**src/rtl/csel_pkg.sv**
```systemverilog
package csel_pkg;
  function automatic int blk_count(input int width, input int cells);
    return width / cells;
  endfunction
endpackage

```
**src/rtl/csel_cell.sv**
```systemverilog
module csel_cell (
  input  logic a,
  input  logic b,
  input  logic ci,
  output logic s,
  output logic co
);
  logic differ;
  always_comb begin
    differ = a ^ b;
    // equal operands: sum follows carry, carry takes operand value
    s  = differ ? ~ci : ci;
    co = differ ? ci : a;
  end
endmodule

```
**src/rtl/csel_ripple.sv**
```systemverilog
module csel_ripple #(
  parameter int W = 3
) (
  input  logic [W-1:0] a,
  input  logic [W-1:0] b,
  input  logic         ci,
  output logic [W-1:0] s,
  output logic         co
);
  logic [W:0] chain;
  assign chain[0] = ci;
  for (genvar i = 0; i < W; i++) begin : g_cell
    csel_cell u_cell (
      .a (a[i]),
      .b (b[i]),
      .ci(chain[i]),
      .s (s[i]),
      .co(chain[i+1])
    );
  end
  assign co = chain[W];
endmodule

```
**src/rtl/csel_block.sv**
```systemverilog
module csel_block #(
  parameter int P = 3
) (
  input  logic [P-1:0] a,
  input  logic [P-1:0] b,
  input  logic         sel,
  output logic [P-1:0] s,
  output logic         co,
  output logic [P-1:0] s_if0,
  output logic         c_if0,
  output logic [P-1:0] s_if1,
  output logic         c_if1
);
  csel_ripple #(.W(P)) u_zero (
    .a(a), .b(b), .ci(1'b0), .s(s_if0), .co(c_if0)
  );
  csel_ripple #(.W(P)) u_one (
    .a(a), .b(b), .ci(1'b1), .s(s_if1), .co(c_if1)
  );
  always_comb begin
    if (sel) begin
      s  = s_if1;
      co = c_if1;
    end else begin
      s  = s_if0;
      co = c_if0;
    end
  end
endmodule

```
**src/rtl/csel_adder.sv**
```systemverilog
module csel_adder #(
  parameter int N = 6,
  parameter int P = 3
) (
  input  logic [N-1:0] op_a,
  input  logic [N-1:0] op_b,
  input  logic         carry_in,
  output logic [N-1:0] sum,
  output logic         carry_out
);
  localparam int M = csel_pkg::blk_count(N, P);

  if ((N % P) != 0 || P < 1) begin : g_bad_cfg
    initial $fatal(1, "csel_adder: width %0d is not a multiple of block size %0d", N, P);
  end

  logic [M:0]          blk_cy;
  logic [M-1:0][P-1:0] pre0_s;
  logic [M-1:0][P-1:0] pre1_s;
  logic [M-1:0]        pre0_c;
  logic [M-1:0]        pre1_c;

  assign blk_cy[0] = carry_in;

  for (genvar k = 0; k < M; k++) begin : g_blk
    if (k == 0) begin : g_base
      csel_ripple #(.W(P)) u_base (
        .a (op_a[P-1:0]),
        .b (op_b[P-1:0]),
        .ci(blk_cy[0]),
        .s (sum[P-1:0]),
        .co(blk_cy[1])
      );
      assign pre0_s[0] = sum[P-1:0];
      assign pre1_s[0] = sum[P-1:0];
      assign pre0_c[0] = blk_cy[1];
      assign pre1_c[0] = blk_cy[1];
    end else begin : g_upper
      csel_block #(.P(P)) u_sel (
        .a    (op_a[k*P +: P]),
        .b    (op_b[k*P +: P]),
        .sel  (blk_cy[k]),
        .s    (sum[k*P +: P]),
        .co   (blk_cy[k+1]),
        .s_if0(pre0_s[k]),
        .c_if0(pre0_c[k]),
        .s_if1(pre1_s[k]),
        .c_if1(pre1_c[k])
      );
    end
  end

  assign carry_out = blk_cy[M];
endmodule

```
**config.mk**
```make
export PLATFORM = sky130hd
export DESIGN_NAME = csel_adder
export DESIGN_NICKNAME = d
export VERILOG_FILES = /design/src/rtl/csel_pkg.sv /design/src/rtl/csel_cell.sv /design/src/rtl/csel_ripple.sv /design/src/rtl/csel_block.sv /design/src/rtl/csel_adder.sv
export SDC_FILE = /design/constraint.sdc
export NUM_CORES = 1
export LEC_CHECK = 0
export BUFFER_PORTS_ARGS = -buffer_cell sky130_fd_sc_hd__buf_2
export CAP_MARGIN = 20
export CORE_AREA = 2 2 39 41
export DETAILED_ROUTE_END_ITERATION = 8
export DIE_AREA = 0 0 41 43
export GPL_ROUTABILITY_DRIVEN = 0
export GPL_TIMING_DRIVEN = 0
export PLACE_DENSITY = 0.47
export SETUP_SLACK_MARGIN = 0.3
export SYNTH_ARGS = -nofsm -noshare
export SYNTH_HDL_FRONTEND = slang
export SYNTH_SLANG_ARGS = --single-unit
```
**constraint.sdc**
```tcl
create_clock -name vclk -period 2.21
set_input_delay 0.442 -clock vclk [all_inputs]
set_output_delay 0.442 -clock vclk [all_outputs]
set_load 0.02 [all_outputs]
```
==> summary.txt <==
Synth-to-layout area growth - 90.19%
Max-cap violations - 0
Share of cells above drive strength 1 - 64.41%
Worst-margin pin slew - 0.2497 ns
Synth warnings - 0
Critical Path Start Type - input port
Critical Path RT - 1.77 ns
Core area - 1384 um^2
Status - finished with violations
Total Routing Usage GR - 6.607%
Final WL - 554 um
Flop pwr share - 0%
Switching Share - 43.88%
Clock Buffer Count - 0
Slowest CP cell - maj3_2
Synth Instances - 32
Crit share post-route - 112.3%
Commonest non-fill, non-tap cells in the layout - 12 x buf_2, 11 x buf_4, 7 x xnor2_1, 6 x buf_6, 4 x maj3_2
Clock Power Share - 0%
Via density - 3.893
Min Clock Period, post-route - 2.482 ns
Most frequent CP cell - maj3_2
Power Dens Cells - 364.7 nW/um^2
Crit-path max cell delay - 0.36 ns
DIE AREA - 1763 um^2
Count of cell types in the netlist - 14
Die Width - 41 um
Fin. Hold Viols - 0
Leakage Power - 0.0002449 uW
Number of nets in the layout - 76
First-pass GRT wire length - 890 um
Largest net degree at the start of global routing - 7
Post-synthesis sequential area ratio - 0%
Syn Area/Cell - 8.367 um^2
Critical path type - input port to output port
Final setup fails - 5
RSZ-0062 raised after global routing - yes
Initial core utilization - 19.35%
# rows - 14
Internal Dissipation - 104.2 uW
Initial DRT Pass Iterations - 2
Crit end category - output port
Worst path top cell family by delay - adder cells
Syn Nets - 47
Fmax - 0.4030 GHz
Crit path buffers/inverters - 2
Filler cells - 155
Final core occ - 36.80%
Crit path max fanout - 6
Sequential cell count - 0
Routed len/inst - 7.387 um
I/O pins - 20
Placed cell count - 68
Fin cells - 75
TNS Setup - -1.087 ns
Mapped cell area - 267.8 um^2
DRC viols - 0
# hold bufs at CTS - 0
Final WS setup - -0.2715 ns
Die span in y - 43 um
Vias in the first global route - 238
Most common cell after layout, fill and taps aside - buf_2
Worst EP arrival - 2.04 ns
Total number of vias - 292
Peak supply drop - 0.1168 mV
Post-DRT Antenna Nets - 0
Worst hold margin - 1.275 ns
Register area - 0 um^2
Overall power - 185.7 uW
Failing checks - setup timing
Sw power - 81.48 uW
Hold/Removal Path Class - input port to output port
Combinational Power Share - 100.0%
Antenna violations before repair - 0
Worst slew margin - 83.23%
Final global-route overflow total - 0
CP Cell Sequence - buf_8, maj3_2, maj3_2, maj3_2, mux2i_2, xnor2_2, buf_4
Fin. max-slew vios - 0
IO Port Bufs - 20
Antenna diode count - 0
Iter 0 DRT Violations - 2
path summary, 6_finish.rpt:
check	startpoint	to	slack [ns]	depth (start not counted)
setup / recovery	op_b[0]	sum[4]	-0.27	7
hold / removal	op_b[5]	carry_out	1.27	3
final cells by class:
| cell class | instances | area, um^2 | share of cell area [%] |
|---|---|---|---|
| multi-input combinational | 25 | 249.0 | 48.89 |
| timing repair buffer | 27 | 202.7 | 39.80 |
| buffer | 3 | 22.52 | 4.423 |
| tap | 16 | 20.02 | 3.931 |
| inverter | 4 | 15.01 | 2.948 |
routing by layer:
layer	up-vias	global-route usage, %	share of wire [%]
met3	0	0	7.0
met4	0	0	0
met1	122	8.917	38
met5	-	0	0
met2	11	11.88	54
li1	159	-	-
through the flow:
step                      worst slack [ns]  cell area (um^2)
after CTS                          -0.2922             484.2
final                              -0.2715             509.2
after detailed placement           -0.3938             395.4
after global placement             -0.3981             395.4
after global routing               -0.3197             509.2
after floorplan                    -0.1040             275.3
tightest hold or removal path, stage by stage:
cell and delay [ns]:
buf_2 0.10, maj3_2 0.18, buf_6 0.11
cells by family after synthesis:
family	Yosys count	synth area share (%)
AOI/OAI and AO/OA	2	6.076
muxes	1	3.738
and+or+nand+nor	3	6.543
buffers and inverters	7	14.02
adders and majority gates	8	33.64
xor gates and xnor gates	11	35.98
power groups by stage:
stage                     sequential, uW  clock, uW  combinational (uW)
after detailed placement               0          0                 146
after global routing                   0          0                 200
after global placement                 0          0                 145
after CTS                              0          0                 179
final                                  0          0                 186
after floorplan                        0          0                 102
synthesized netlist by cell type (all sizes together):
cell type	number	area [um^2]
nand3	1	5.000
or3	1	6.260
a211o	1	8.760
maj3	6	65.06
buf	3	22.52
ha	2	25.02
o211ai	1	7.510
xor2	2	17.52
inv	4	15.01
nand4	1	6.260
mux2i	1	10.01
xnor2	9	78.83
what timing repair did:
action	CTS	global route
hold endpoints to repair	0	0
resized for setup	12	3
buffers inserted	5	2
pin swaps	7	7
setup endpoints to repair	5	5
No activity file was read; power rests on OpenSTA's default activity.
